===== src/rtl/txo_pkg.sv =====
package txo_pkg;

    localparam int PATH_W  = 22;
    localparam int PORT_W  = 16;
    localparam int SEL_B_W = 4;
    localparam int SEL_C_W = 3;
    localparam int SEL_D_W = 5;
    localparam int N_PATHS = 6;
    localparam int N_PORTS = 4;

    // Path slot numbering inside the router
    localparam int IDX_IA = 0;
    localparam int IDX_QA = 1;
    localparam int IDX_IB = 2;
    localparam int IDX_QB = 3;
    localparam int IDX_IC = 4;
    localparam int IDX_ID = 5;

    // Port slot numbering inside the output stage
    typedef enum logic [1:0] {
        PORT_A = 2'd0,
        PORT_B = 2'd1,
        PORT_C = 2'd2,
        PORT_D = 2'd3
    } port_id_e;

    // True when exactly one bit of the (zero-extended) select is set
    function automatic logic single_hot(input logic [31:0] s);
        return (s != 32'd0) && ((s & (s - 32'd1)) == 32'd0);
    endfunction

endpackage


===== src/rtl/txo_path_shaper.sv =====
module txo_path_shaper #(
    parameter int PATH_W = txo_pkg::PATH_W,
    parameter int PORT_W = txo_pkg::PORT_W
) (
    input  logic [PATH_W-1:0] path_in,
    input  logic              offset_bin,
    output logic [PORT_W-1:0] word_hi,
    output logic [PORT_W-1:0] word_lo
);
    localparam int LOW_W = PATH_W - PORT_W;
    localparam int PAD_W = PORT_W - LOW_W;

    always_comb begin
        word_hi = path_in[PATH_W-1 -: PORT_W];
        word_hi[PORT_W-1] = path_in[PATH_W-1] ^ offset_bin;
        word_lo = {path_in[LOW_W-1:0], {PAD_W{1'b0}}};
    end
endmodule


===== src/rtl/txo_onehot_mux.sv =====
module txo_onehot_mux #(
    parameter int N = 4,
    parameter int W = txo_pkg::PORT_W
) (
    input  logic [N-1:0]        sel,
    input  logic [N-1:0][W-1:0] cand,
    output logic [W-1:0]        y
);
    logic legal;

    always_comb begin
        legal = txo_pkg::single_hot(32'(sel));
        y = '0;
        for (int i = 0; i < N; i++) begin
            if (legal && sel[i]) begin
                y = y | cand[i];
            end
        end
    end
endmodule


===== src/rtl/txo_out_stage.sv =====
module txo_out_stage #(
    parameter int N = txo_pkg::N_PORTS,
    parameter int W = txo_pkg::PORT_W
) (
    input  logic                clk,
    input  logic                rst,
    input  logic [N-1:0][W-1:0] d,
    output logic [N-1:0][W-1:0] q
);
    for (genvar g = 0; g < N; g++) begin : g_reg
        always_ff @(posedge clk) begin
            if (rst) begin
                q[g] <= '0;
            end else begin
                q[g] <= d[g];
            end
        end
    end
endmodule


===== src/rtl/txo_port_router.sv =====
module txo_port_router
    import txo_pkg::*;
#(
    parameter int P_PATH_W = txo_pkg::PATH_W,
    parameter int P_PORT_W = txo_pkg::PORT_W
) (
    input  logic                clk,
    input  logic                rst,
    input  logic [P_PATH_W-1:0] path_ia,
    input  logic [P_PATH_W-1:0] path_qa,
    input  logic [P_PATH_W-1:0] path_ib,
    input  logic [P_PATH_W-1:0] path_qb,
    input  logic [P_PATH_W-1:0] path_ic,
    input  logic [P_PATH_W-1:0] path_id,
    input  logic [SEL_B_W-1:0]  sel_b,
    input  logic [SEL_C_W-1:0]  sel_c,
    input  logic [SEL_D_W-1:0]  sel_d,
    input  logic                offset_bin,
    output logic [P_PORT_W-1:0] port_a,
    output logic [P_PORT_W-1:0] port_b,
    output logic [P_PORT_W-1:0] port_c,
    output logic [P_PORT_W-1:0] port_d
);
    logic [N_PATHS-1:0][P_PATH_W-1:0] paths;
    logic [N_PATHS-1:0][P_PORT_W-1:0] hi_w;
    logic [N_PATHS-1:0][P_PORT_W-1:0] lo_w;

    assign paths[IDX_IA] = path_ia;
    assign paths[IDX_QA] = path_qa;
    assign paths[IDX_IB] = path_ib;
    assign paths[IDX_QB] = path_qb;
    assign paths[IDX_IC] = path_ic;
    assign paths[IDX_ID] = path_id;

    for (genvar g = 0; g < N_PATHS; g++) begin : g_shape
        txo_path_shaper #(.PATH_W(P_PATH_W), .PORT_W(P_PORT_W)) shaper_i (
            .path_in    (paths[g]),
            .offset_bin (offset_bin),
            .word_hi    (hi_w[g]),
            .word_lo    (lo_w[g])
        );
    end

    logic [N_PORTS-1:0][P_PORT_W-1:0] nxt;
    logic [N_PORTS-1:0][P_PORT_W-1:0] cur;
    logic [SEL_B_W-1:0][P_PORT_W-1:0] cand_b;
    logic [SEL_C_W-1:0][P_PORT_W-1:0] cand_c;
    logic [SEL_D_W-1:0][P_PORT_W-1:0] cand_d;

    assign nxt[PORT_A] = hi_w[IDX_IA];

    assign cand_b[0] = hi_w[IDX_IB];
    assign cand_b[1] = hi_w[IDX_QA];
    assign cand_b[2] = lo_w[IDX_IA];
    assign cand_b[3] = ~nxt[PORT_A];

    assign cand_c[0] = hi_w[IDX_IC];
    assign cand_c[1] = hi_w[IDX_IB];
    assign cand_c[2] = hi_w[IDX_QA];

    assign cand_d[0] = hi_w[IDX_ID];
    assign cand_d[1] = hi_w[IDX_QB];
    assign cand_d[2] = lo_w[IDX_IB];
    assign cand_d[3] = lo_w[IDX_QA];
    assign cand_d[4] = ~nxt[PORT_C];

    txo_onehot_mux #(.N(SEL_B_W), .W(P_PORT_W)) mux_b_i (
        .sel (sel_b), .cand (cand_b), .y (nxt[PORT_B])
    );
    txo_onehot_mux #(.N(SEL_C_W), .W(P_PORT_W)) mux_c_i (
        .sel (sel_c), .cand (cand_c), .y (nxt[PORT_C])
    );
    txo_onehot_mux #(.N(SEL_D_W), .W(P_PORT_W)) mux_d_i (
        .sel (sel_d), .cand (cand_d), .y (nxt[PORT_D])
    );

    txo_out_stage #(.N(N_PORTS), .W(P_PORT_W)) stage_i (
        .clk (clk),
        .rst (rst),
        .d   (nxt),
        .q   (cur)
    );

    assign port_a = cur[PORT_A];
    assign port_b = cur[PORT_B];
    assign port_c = cur[PORT_C];
    assign port_d = cur[PORT_D];
endmodule


===== config.mk =====
export PLATFORM = sky130hd
export DESIGN_NAME = txo_port_router
export DESIGN_NICKNAME = d
export VERILOG_FILES = /design/src/rtl/txo_pkg.sv /design/src/rtl/txo_path_shaper.sv /design/src/rtl/txo_onehot_mux.sv /design/src/rtl/txo_out_stage.sv /design/src/rtl/txo_port_router.sv
export SDC_FILE = /design/constraint.sdc
export NUM_CORES = 1
export LEC_CHECK = 0
export CAP_MARGIN = 20
export CORE_MARGIN = 4
export CORE_UTILIZATION = 36
export DETAILED_ROUTE_END_ITERATION = 7
export HOLD_SLACK_MARGIN = 0.03
export PLACE_DENSITY = 0.87
export SYNTH_ARGS = -nofsm -noshare
export SYNTH_HDL_FRONTEND = slang
export SYNTH_SLANG_ARGS = --single-unit

===== constraint.sdc =====
create_clock -name clk -period 3.5 [get_ports clk]
set_input_delay 0.7 -clock clk [delete_from_list [all_inputs] [get_ports clk]]
set_output_delay 0.7 -clock clk [all_outputs]
set_load 0.02 [all_outputs]

==> results.md, run 1 <==
Yosys:
- The distinct cell type count of the synthesized netlist is 36.
- The post-synthesis instance total is roughly 290.
- The largest family of logic cells by synthesized area is compound AO/OA/AOI/OAI gates.
- The synthesized-area fraction occupied by ao, oa, aoi and oai cells is 0.289.
- The synthesized area per cell is around 9.7 um2.
- The post-synthesis simple-gate area fraction is 0.152.
- In this run, synthesis inferred 0 flip-flops with an integrated enable.
- The share of cell area taken by muxes after synthesis is 0.
- When the netlist entered floorplanning its net count stood at roughly 430.
- Of the total synthesized cell area, the portion taken by full adders, half adders and majority gates is 0.
- The share of flip-flops with an asynchronous set or reset after synthesis is 0.
- The mapped netlist covers between 2000 and 3000 um2.
- The sequential cell area fraction in the yosys report is 0.462.
- During synthesis, Yosys emitted a total of 0 warnings.
- Among all flip-flop cells after synthesis, the most frequent one is sky130_fd_sc_hd__dfxtp_1.
- Of the total synthesized cell area, the portion taken by XOR and XNOR cells is 0.0221.
- In this run, synthesis produced a sequential element count of 64.

Timing:
- The number of max-slew violations in the final report is 0.
- Setup violations remaining at the end of the flow were counted as 0.
- In this run the tightest slew margin relative to its limit is 0.375.
- Static timing analysis puts the maximum clock frequency at ~440 MHz.
- Across all setup checks in the final design, the least slack found is around 1.2 ns.
- The final cycle utilization of the critical path is 0.651.
- Setup repair after global routing left no endpoint under its margin.
- In the final timing run, aggregate negative setup slack is 0 ns.
- The actual slew at the worst max-slew pin is approximately 0.93 ns.
- The final-report hold violation count is 0.
- The clock period could shrink to 2.28 ns.

Drt:
- The detailed-router iteration count before antenna repair is 6.
- The routed layout has around 3.0k vias.
- The average detailed-routed wire length per instance is between 15 and 20 um.
- The final routed DRC violation total is 0.
- The final layout contains routed wiring with a total length of about 11 mm.
- The detailed router finished its first iteration with about 180 violations.
- The count of nets left with antenna violations once routing finished came out at 0.
- The mean number of vias per cell is about 5.3.

Die:
- The die footprint is a little over 9000 um2.
- The floorplan has 31 rows.
- The x dimension of the die is roughly 96 um.
- around 210 I/O pins were placed.
- The initial utilization of the core area, before any placement, comes to 0.376.
- The core area is approximately 7400 um2.
- The y dimension of the die is 95.8 um.

CTS:
- The H-tree was split into 3 levels.
- TritonCTS created 9 clock buffers.
- After clock tree synthesis, the clock-pin slew on the worst setup and hold paths is 0.07 ns.
- The tree is rooted in a sky130_fd_sc_hd__clkbuf_8.
- The number of gates resized after CTS was 0.
- The clock sink count is between 60 and 70.
- The clock tree buffer depth is 2.
- The clock tree from TritonCTS is yes.
- The number of hold buffers added after CTS was 0.
- The number of setup buffers added after CTS is 0.

Setup path:
- STA classifies the critical path startpoint as a primary input.
- In this run the worst path has a maximum fanout of 16.
- The arrival time at the worst endpoint is between 2 and 3 ns.
- The critical path is of the primary input to flip-flop type.
- The data required time of the critical path is roughly 3.8 ns.
- The endpoint kind of the worst setup timing path is a flip-flop.

Global route:
- The total grt overflow is 0.
- The global-route usage over all layers is 0.223.
- The first-pass GRT wire length is roughly 16 mm.
- The initial antenna violation count is 0.
- Entering global routing, the biggest net connects 60 pins.
- The via count of the first global-routing pass came to between 3k and 4k.

Finish:
- In the final layout, the registers with the most flip-flops are stage_i.q: 64 flops.
- The count of inserted antenna diode cells is 0.
- From synthesis to final layout, the design area changed by 76.5%.
- After filler insertion, the fill cell instance count of the layout stands at ~620.
- The fraction of layout cells with a size suffix above 1 is 0.0693.
- The flip-flop count of the largest register, all copies and words added is 64.
- In the layout the commonest cells are 191 x sky130_fd_sc_hd__clkdlybuf4s50_1, 64 x sky130_fd_sc_hd__dfxtp_1, 45 x sky130_fd_sc_hd__nor2_1.
- The most common cell after layout, fill and taps aside is sky130_fd_sc_hd__clkdlybuf4s50_1.
- For this run, the post-layout net count is ~600.
- The register with the most flip-flops is stage_i.q.

Power:
- The share of total power dissipated in sequential elements is 0.433.
- In this run the power density over the cells is around 360 nW/um2.
- The internal power of the cells is between 1000 and 1500 uW.
- The share of total power dissipated in combinational logic is 0.227.
- Of the total power, the share spent switching nets is 0.257.
- The net switching power is roughly 460 uW.
- Of the total power, the clock network draws 0.341.
- The maximum vdd drop is 0.266 mV.
- For this design the static power due to leakage is about 0.0019 uW.

Worst hold path:
- The tightest min-delay check is of the primary input to flip-flop type.

Placed design:
- The last weighted congestion value of the routability-driven placer is around 0.8.
- The worst slack at placement is around 0.94 ns.
- The count of buffers added on input and output ports is ~190.
- The HPWL after detailed placement is ~8.2 mm.

Job:
- The reported max-cap violation count is 0.

Run status:
- The run finished with clean final reports.
stage by stage:
| stage | cells | util | power [uW] | area (um2) | hold slack, ns |
|---|---|---|---|---|---|
| 4_1_cts | 575 | 0.664 | 1780 | 4890 | 0.696 |
| 6_report | 575 | 0.664 | 1770 | 4890 | 0.714 |
| 2_1_floorplan | 287 | - | 937 | 2770 | 0.828 |
| 3_5_place_dp | 559 | 0.639 | 1180 | 4710 | 1.03 |
| 5_1_grt | 575 | 0.664 | 1840 | 4890 | 0.704 |
| 3_3_place_gp | 559 | 0.639 | 1170 | 4710 | 1.02 |
critical path, cell delays in order:
cell and delay, ns:
sky130_fd_sc_hd__clkdlybuf4s50_1 0.55, sky130_fd_sc_hd__nor4b_4 0.90, sky130_fd_sc_hd__a22oi_1 0.23, sky130_fd_sc_hd__a21oi_2 0.16
synth_stat cells, types with 2 or more instances:
master / number / share of area
sky130_fd_sc_hd__dfxtp_1: 64 / 0.46
sky130_fd_sc_hd__a21oi_2: 2 / 0.0063
sky130_fd_sc_hd__nor2_1: 45 / 0.061
sky130_fd_sc_hd__buf_4: 5 / 0.014
sky130_fd_sc_hd__a2bb2oi_1: 15 / 0.047
sky130_fd_sc_hd__and2_1: 3 / 0.0068
sky130_fd_sc_hd__nor2b_4: 2 / 0.0099
sky130_fd_sc_hd__o2bb2ai_1: 10 / 0.032
sky130_fd_sc_hd__nand2_1: 6 / 0.0081
sky130_fd_sc_hd__a22oi_1: 37 / 0.10
sky130_fd_sc_hd__a222oi_1: 15 / 0.054
sky130_fd_sc_hd__xor2_1: 6 / 0.019
sky130_fd_sc_hd__clkbuf_1: 7 / 0.0095
sky130_fd_sc_hd__o21ai_0: 5 / 0.0090
sky130_fd_sc_hd__buf_2: 8 / 0.014
sky130_fd_sc_hd__buf_6: 3 / 0.012
sky130_fd_sc_hd__nor2b_1: 9 / 0.020
sky130_fd_sc_hd__inv_1: 16 / 0.022
sky130_fd_sc_hd__o22ai_1: 5 / 0.011
sky130_fd_sc_hd__a22o_1: 6 / 0.019
sky130_fd_sc_hd__nor3_2: 2 / 0.0072
sky130_fd_sc_hd__nor4b_4: 2 / 0.017
power by group through the flow:
| stage | combinational, uW | clock, uW | sequential [uW] |
|---|---|---|---|
| 2_1_floorplan | 118 | 0 | 819 |
| 3_3_place_gp | 391 | 0 | 781 |
| 3_5_place_dp | 399 | 0 | 782 |
| 4_1_cts | 400 | 618 | 765 |
| 5_1_grt | 426 | 652 | 767 |
| 6_report | 401 | 603 | 765 |
layer usage:
layer	part of all wire	global-route usage	wire length, um	vias up
li1	-	-	-	1436
met1	0.39	0.256	4200	1430
met2	0.51	0.397	5450	158
met3	0.084	0.0696	896	10
met4	0.011	0.0628	120	0
met5	0	0	0	-
final cells by class:
cell class | instances | area [um2] | share of cell area
timing repair buffer | 197 | 1950 | 0.399
clock inverter | 6 | 58.8 | 0.0120
multi-input combinational | 182 | 1280 | 0.263
sequential | 64 | 1280 | 0.262
clock buffer | 10 | 128 | 0.0261
tap | 99 | 124 | 0.0253
inverter | 17 | 63.8 | 0.0130
worst paths after layout:
path,startpoint,endpoint,slack (ns),cells after the start
setup / recovery,sel_b[0],stage_i.q[31],1.22,4
hold / removal,rst,stage_i.q[47],0.71,3
kinds of logic after synthesis:
family          Yosys count
xor+xnor                  7
compound gates           98
simple gates             77
flops                    64
buf+inv                  41
(Power assumes the default switching activity.)
==> run 2, diff against run 1 <==
--- a/config.mk
+++ b/config.mk
@@ -7,10 +7,10 @@
 export LEC_CHECK = 0
 export CAP_MARGIN = 20
 export CORE_MARGIN = 4
-export CORE_UTILIZATION = 36
+export CORE_UTILIZATION = 34
 export DETAILED_ROUTE_END_ITERATION = 7
 export HOLD_SLACK_MARGIN = 0.03
-export PLACE_DENSITY = 0.87
+export PLACE_DENSITY = 0.83
 export SYNTH_ARGS = -nofsm -noshare
 export SYNTH_HDL_FRONTEND = slang
 export SYNTH_SLANG_ARGS = --single-unit
==> constraint.sdc (replaced) <==
create_clock -name clk -period 2.2 [get_ports clk]
set_input_delay 0.44 -clock clk [delete_from_list [all_inputs] [get_ports clk]]
set_output_delay 0.44 -clock clk [all_outputs]
set_load 0.02 [all_outputs]
==> run 2 against run 1 <==
  * Setup slack worse by 0.83 ns
  * Cell count is 3.3% higher
  * First-iteration DRC count grew 8.6%
==> results.md, run 2 (same netlist as run 1, synthesis figures left out) <==
CTS:
- The number of hold buffers added after cts is 0 (unchanged).
- The clock tree buffer depth is 2 (unchanged).
- The clock tree from TritonCTS is yes.
- The clock slew at the register clock pins of the worst setup and hold paths came to 0.07 ns (about the same).
- The H-tree depth reported by CTS was 3 (unchanged).
- The clock sink count is 64 (unchanged).
- The number of resized instances in the post-cts repair step is 0 (unchanged).
- Clock tree synthesis selected as its root buffer the cell sky130_fd_sc_hd__clkbuf_8.
- The TritonCTS buffer count was 9 (unchanged).
- The total setup buffers inserted after CTS is 0 (unchanged).

Drt:
- The DRC marker count from the first detailed-route iteration is 190 (+8.6%).
- The final routed DRC violation total is 0 (unchanged).
- The final wirelength is 10.7 mm (about the same).
- The mean number of vias per cell was 5.14 (-2.6%).
- The detailed-router iteration count before antenna repair is 5 (-1).
- The average detailed-routed wire length per instance is 18.0 um (-3.1%).
- The number of nets with antenna violations after detailed routing is 0 (unchanged).
- The total via count after detailed routing is 3053 (+0.63%).

Finish:
- The utilization of the core after routing is 0.644 (-0.0205).
- In the final layout, the registers with the most flip-flops are stage_i.q: 64 flops.
- The synthesis-to-layout area growth is 82.2%.
- The area taken by multi-input logic gates is 1280 um2 (unchanged).
- The count of inserted antenna diode cells is 0 (unchanged).
- stage_i.q holds more flip-flops than any other register.
- The fraction of layout cells with a size suffix above 1 is 0.0996 (+0.0303).
- In the layout the commonest cells are 191 x sky130_fd_sc_hd__clkdlybuf4s50_1, 64 x sky130_fd_sc_hd__dfxtp_1, 45 x sky130_fd_sc_hd__nor2_1.
- The area occupied by registers is 1280 um2 (unchanged).
- The flip-flop count of the largest register, all copies and words added came to 64 (unchanged).
- The library cell used most frequently in the layout, excluding fill and tap cells, is sky130_fd_sc_hd__clkdlybuf4s50_1.
- The net total in the final layout was 634 (+2.6%).
- The number of fillers in the final layout came to 687 (+11%).

Run status:
- The flow ran to the end, and the final reports show no timing, DRC or antenna violations.

Timing:
- Static timing analysis puts the maximum clock frequency at 553 MHz.
- Of the available clock period, the critical path in the final layout requires 0.822.
- Setup repair after global routing left no endpoint under its margin.
- The total setup violations reported at the end of the flow was 0 (unchanged).
- The actual slew at the worst max-slew pin is 0.810 ns (-0.124 ns).
- The accumulated negative setup slack was 0 ns (unchanged).
- Subtracting the final worst setup slack from the clock period gives 1.81 ns.
- The headroom to the max-slew limit is 0.457 (+0.0823).
- The number of max-slew violations in the final report is 0 (unchanged).
- The final-report hold violation count is 0 (unchanged).

Setup path:
- The launching element type of the critical path is a primary input.
- The worst setup path is captured at a flip-flop.
- The arrival time at the worst endpoint is 2.06 ns (-0.47 ns).
- The setup path with the least slack is of type primary input to flip-flop.
- The data required time of the critical path is 2.45 ns (-1.30 ns).
- The highest fanout seen on the critical path was 10 (-6).

Power:
- The part of the total power dissipated in the clock network is 0.357 (+0.016).
- The combinational share of power is 0.225 (-0.002).
- The net switching fraction of the power came to 0.252 (-0.00530).
- The power density over the cells is 576 nW/um2 (+59%).
- The cell leakage power is 0.00194 uW (+4.6%).
- The maximum vdd drop is 0.412 mV (+55%).
- The internal power of the cells is 2180 uW (+66%).
- The net switching power is 734 uW (+61%).
- The sequential power share is 0.418 (-0.015).

Die:
- The initial core utilization came to 0.353 (-0.0229).
- The die footprint is 9660 um2 (+5.4%).
- The core area is 7850 um2 (+6.5%).
- The y dimension of the die is 98.3 um (+2.7%).
- The placement row count is 32 (+3.2%).
- The x dimension of the die is 98.3 um (+2.7%).
- The number of I/O pins is 211 (unchanged).

Global route:
- The global-route usage over all layers was 0.213 (-0.00941).
- The initial antenna violation count was 0 (unchanged).
- The via count of the first global-routing pass is 3239 (+1.3%).
- The first-pass GRT wire length is 16.5 mm (+5.9%).
- The total grt overflow is 0 (unchanged).
- The largest net degree at the start of global routing is 60 (unchanged).

Placed design:
- The count of port buffers added during placement is 192 (unchanged).
- The last weighted congestion value of the routability-driven placer was 0.889 (+10%).
- The HPWL after detailed placement is 8.43 mm (+2.1%).

Job:
- The reported max-cap violation count was 0 (unchanged).

Worst hold path:
- The worst hold path belongs to the class primary input to flip-flop.
- In this run the most critical hold path is launched from rst.
- The endpoint with the worst hold slack is stage_i.q[47].
- The cell count of the worst hold path was 3 (unchanged).
-- run 2: how the worst max path moves through the flow --
stage / slack (ns) / startpoint / to
2_1_floorplan: 0.79 / sel_c[2] / stage_i.q[50]
3_3_place_gp: 0.12 / sel_c[0] / stage_i.q[56]
3_5_place_dp: 0.06 / sel_b[3] / stage_i.q[24]
4_1_cts: 0.39 / sel_b[0] / stage_i.q[24]
5_1_grt: 0.28 / sel_b[3] / stage_i.q[24]
6_report: 0.39 / sel_b[3] / stage_i.q[24]
-- run 2: cell type report --
cell class / instances / share of cell area
Timing Repair Buffer: 213 / 0.413
Inverter: 17 / 0.0126
Clock buffer: 12 / 0.0307
Tap cell: 102 / 0.0253
Clock inverter: 4 / 0.0102
Multi-Input combinational cell: 182 / 0.254
Sequential cell: 64 / 0.254
-- run 2: layer usage --
metal  global-route usage  share of wire  vias up
li1                     -              -     1470
met1                0.242           0.39     1421
met2                0.376           0.50      143
met3               0.0643          0.083       19
met4               0.0788          0.024        0
met5                    0              0        -
-- run 2: worst max-delay path, cell delays in order --
cell and delay, ns:
sky130_fd_sc_hd__clkdlybuf4s50_1 0.45, sky130_fd_sc_hd__buf_4 0.17, sky130_fd_sc_hd__nor4b_4 0.45, sky130_fd_sc_hd__buf_4 0.27
sky130_fd_sc_hd__a222oi_1 0.11, sky130_fd_sc_hd__nor2_1 0.16
-- run 2: through the flow --
| step | hold slack, ns | cell area, um2 | total power (uW) | setup slack, ns | std cells |
|---|---|---|---|---|---|
| 2_1_floorplan | 0.568 | 2770 | 1490 | 0.792 | 287 |
| 3_3_place_gp | 0.747 | 4840 | 1890 | 0.119 | 578 |
| 3_5_place_dp | 0.754 | 4840 | 1900 | 0.0561 | 578 |
| 4_1_cts | 0.410 | 5050 | 2950 | 0.386 | 594 |
| 5_1_grt | 0.423 | 5050 | 3040 | 0.283 | 594 |
| 6_report | 0.427 | 5050 | 2910 | 0.391 | 594 |
-- run 2: power by group through the flow --
stage	logic, uW	registers (uW)	clock network (uW)
floorplan	187	1300	0
detailed placement	654	1240	0
global route	698	1220	1120
global placement	643	1240	0
finish	655	1220	1040
CTS	658	1220	1070
==> run 3, diff against run 2 <==
--- a/config.mk
+++ b/config.mk
@@ -7,10 +7,10 @@
 export LEC_CHECK = 0
 export CAP_MARGIN = 20
 export CORE_MARGIN = 4
-export CORE_UTILIZATION = 34
+export CORE_UTILIZATION = 31
 export DETAILED_ROUTE_END_ITERATION = 7
 export HOLD_SLACK_MARGIN = 0.03
-export PLACE_DENSITY = 0.83
+export PLACE_DENSITY = 0.8
 export SYNTH_ARGS = -nofsm -noshare
 export SYNTH_HDL_FRONTEND = slang
 export SYNTH_SLANG_ARGS = --single-unit
==> constraint.sdc (replaced) <==
create_clock -name clk -period 1.5 [get_ports clk]
set_input_delay 0.3 -clock clk [delete_from_list [all_inputs] [get_ports clk]]
set_output_delay 0.3 -clock clk [all_outputs]
set_load 0.02 [all_outputs]
==> run 3 against run 2 <==
  * Critical path depth up 1
  * First-iteration DRC count is 8.4% lower
  * Flip-flop and latch count unchanged
  * Critical endpoint is now stage_i.q[55]
==> results.md, run 3 (same netlist as run 1, synthesis figures left out) <==
Placed design:
- The count of port buffers added during placement is 192 (unchanged).
- The HPWL after detailed placement was 8.65 mm (+2.7%).
- The instance area at placement is 4920 um2 (+1.6%).
- The cell count after placement is 590 (+2.1%).
- The last weighted congestion value of the routability-driven placer is 0.837 (-5.9%).

Drt:
- The DRC marker count from the first detailed-route iteration came to 174 (-8.4%).
- The detailed-router iteration count before antenna repair was 4 (-1).
- The final routed DRC violation total came to 0 (unchanged).
- The total via count after detailed routing is 3066 (+0.43%).
- The number of nets with antenna violations after detailed routing is 0 (unchanged).
- The mean number of vias per cell is 5.03 (-2.2%).
- The average detailed-routed wire length per instance is 18.1 um (+0.57%).
- The final wirelength is 11.0 mm (+3.3%).

Finish:
- The count of inserted antenna diode cells is 0 (unchanged).
- The synthesis-to-layout area growth is 89.4%.
- Ranked by flip-flop count, first place goes to stage_i.q.
- The net total in the final layout is 644 (+1.6%).
- The count of placed standard cells in the final layout, fillers left out was 610 (+2.7%).
- In the layout the commonest cells are 122 x sky130_fd_sc_hd__clkdlybuf4s50_1, 65 x sky130_fd_sc_hd__dlygate4sd2_1, 64 x sky130_fd_sc_hd__dfxtp_1.
- The largest registers in the layout are stage_i.q: 64 flops.
- The fraction of layout cells with a size suffix above 1 is 0.151 (+0.0518).
- The number of fillers in the final layout is 745 (+8.4%).
- The most common cell after layout, fill and taps aside is sky130_fd_sc_hd__clkdlybuf4s50_1.
- The flip-flop count of the largest register, all copies and words added is 64 (unchanged).
- The utilization of the core after routing is 0.602 (-0.0415).
- The total non-filler cell area in the finished layout was 5250 um2 (+4.0%).

Die:
- The core area is 8720 um2 (+11%).
- The die footprint was 10500 um2 (+8.9%).
- The number of I/O pins is 211 (unchanged).
- The y dimension of the die is 103 um (+4.3%).
- The initial core utilization is 0.318 (-0.0354).
- The x dimension of the die was 103 um (+4.3%).
- The placement row count is 34 (+6.3%).

Timing:
- The number of max-slew violations in the final report is 0 (unchanged).
- The total setup violations reported at the end of the flow is 0 (unchanged).
- The final-report hold violation count was 0 (unchanged).
- Setup repair after global routing left no endpoint under its margin.
- Subtracting the final worst setup slack from the clock period gives between 1 and 1.5 ns.
- The headroom to the max-slew limit is 0.612 (+0.155).
- The accumulated negative setup slack is 0 ns (unchanged).
- The actual slew at the worst max-slew pin was 0.582 ns (-0.228 ns).
- The achievable clock frequency is 687 MHz.
- The final cycle utilization of the critical path is 0.970.

Setup path:
- The critical setup path kind is primary input to flip-flop.
- The arrival time at the worst endpoint was 1.71 ns (-0.35 ns).
- STA classifies the critical path startpoint as a primary input.
- The highest fanout seen on the critical path is 10 (unchanged).
- The endpoint kind of the worst setup timing path is a flip-flop.
- The data required time of the critical path is 1.75 ns (-0.70 ns).

Global route:
- The via count of the first global-routing pass is 3308 (+2.1%).
- The total grt overflow is 0 (unchanged).
- The first-pass GRT wire length is 16.5 mm (-0.50%).
- The largest net degree at the start of global routing is 58 (-3.3%).
- The global-route usage over all layers came to 0.202 (-0.0114).
- The initial antenna violation count is 0 (unchanged).

CTS:
- The clock sink count is 64 (unchanged).
- The TritonCTS buffer count is 9 (unchanged).
- The number of hold buffers added after cts is 0 (unchanged).
- The clock tree buffer depth is 2 (unchanged).
- TritonCTS built the clock tree.
- The clock slew at the register clock pins of the worst setup and hold paths came to 0.07 ns (about the same).
- The H-tree depth reported by CTS is 3 (unchanged).
- Clock tree synthesis selected as its root buffer the cell sky130_fd_sc_hd__clkbuf_8.

Worst hold path:
- The cell count of the worst hold path is 3 (unchanged).
- The class of the worst hold path is primary input to flip-flop.

Run status:
- The run finished with clean final reports.

Job:
- The reported max-cap violation count came to 0 (unchanged).

Power:
- The maximum vdd drop is 0.588 mV (+43%).
- The power density over the cells is 852 nW/um2 (+48%).
- The overall power consumption is 4470 uW (+54%).
- The cell leakage power came to 0.00234 uW (+20%).
-- run 3: worst paths after layout --
check | slack (ns) | startpoint | to
worst max-delay path | 0.04 | sel_c[0] | stage_i.q[55]
worst min-delay path | 0.32 | rst | stage_i.q[47]
-- run 3: area by class of cell --
| class | instances | area, um2 | area share |
|---|---|---|---|
| timing repair buffer | 223 | 2170 | 0.414 |
| multi-input combinational | 182 | 1370 | 0.260 |
| sequential | 64 | 1280 | 0.244 |
| clock buffer | 12 | 155 | 0.0295 |
| tap | 108 | 135 | 0.0257 |
| clock inverter | 4 | 76.3 | 0.0145 |
| inverter | 17 | 63.8 | 0.0122 |
-- run 3: through the flow --
step                worst slack (ns)  hold WS (ns)
floorplan                      0.232         0.428
global placement              -0.408         0.632
detailed placement            -0.441         0.660
CTS                          0.00610         0.314
global route                 0.00442         0.320
finish                        0.0447         0.324
-- run 3: critical path, stage by stage --
cell and delay (ns):
sky130_fd_sc_hd__clkdlybuf4s50_1 0.48, sky130_fd_sc_hd__buf_4 0.15, sky130_fd_sc_hd__nor2b_4 0.06, sky130_fd_sc_hd__buf_12 0.14, sky130_fd_sc_hd__a22oi_1 0.18, sky130_fd_sc_hd__a2bb2oi_2 0.26
sky130_fd_sc_hd__o2bb2ai_1 0.13
-- run 3: report_power, final --
group	switching, uW	total [uW]	internal [uW]
Clock	670	1700	1030
Combinational	426	989	564
Sequential	15.9	1780	1770
-- run 3: repair_timing --
action | CTS | global route
pin swaps | 1 | 5
endpoints found under the setup margin | 80 | 23
buffers inserted | 4 | 0
resized for setup | 71 | 18
-- run 3: routing by layer --
| layer | GRT usage | part of all wire | vias up |
|---|---|---|---|
| met2 | 0.357 | 0.51 | 117 |
| met3 | 0.0494 | 0.073 | 17 |
| met5 | 0 | 0 | - |
| met1 | 0.237 | 0.40 | 1446 |
| li1 | - | - | 1486 |
| met4 | 0.0716 | 0.018 | 0 |
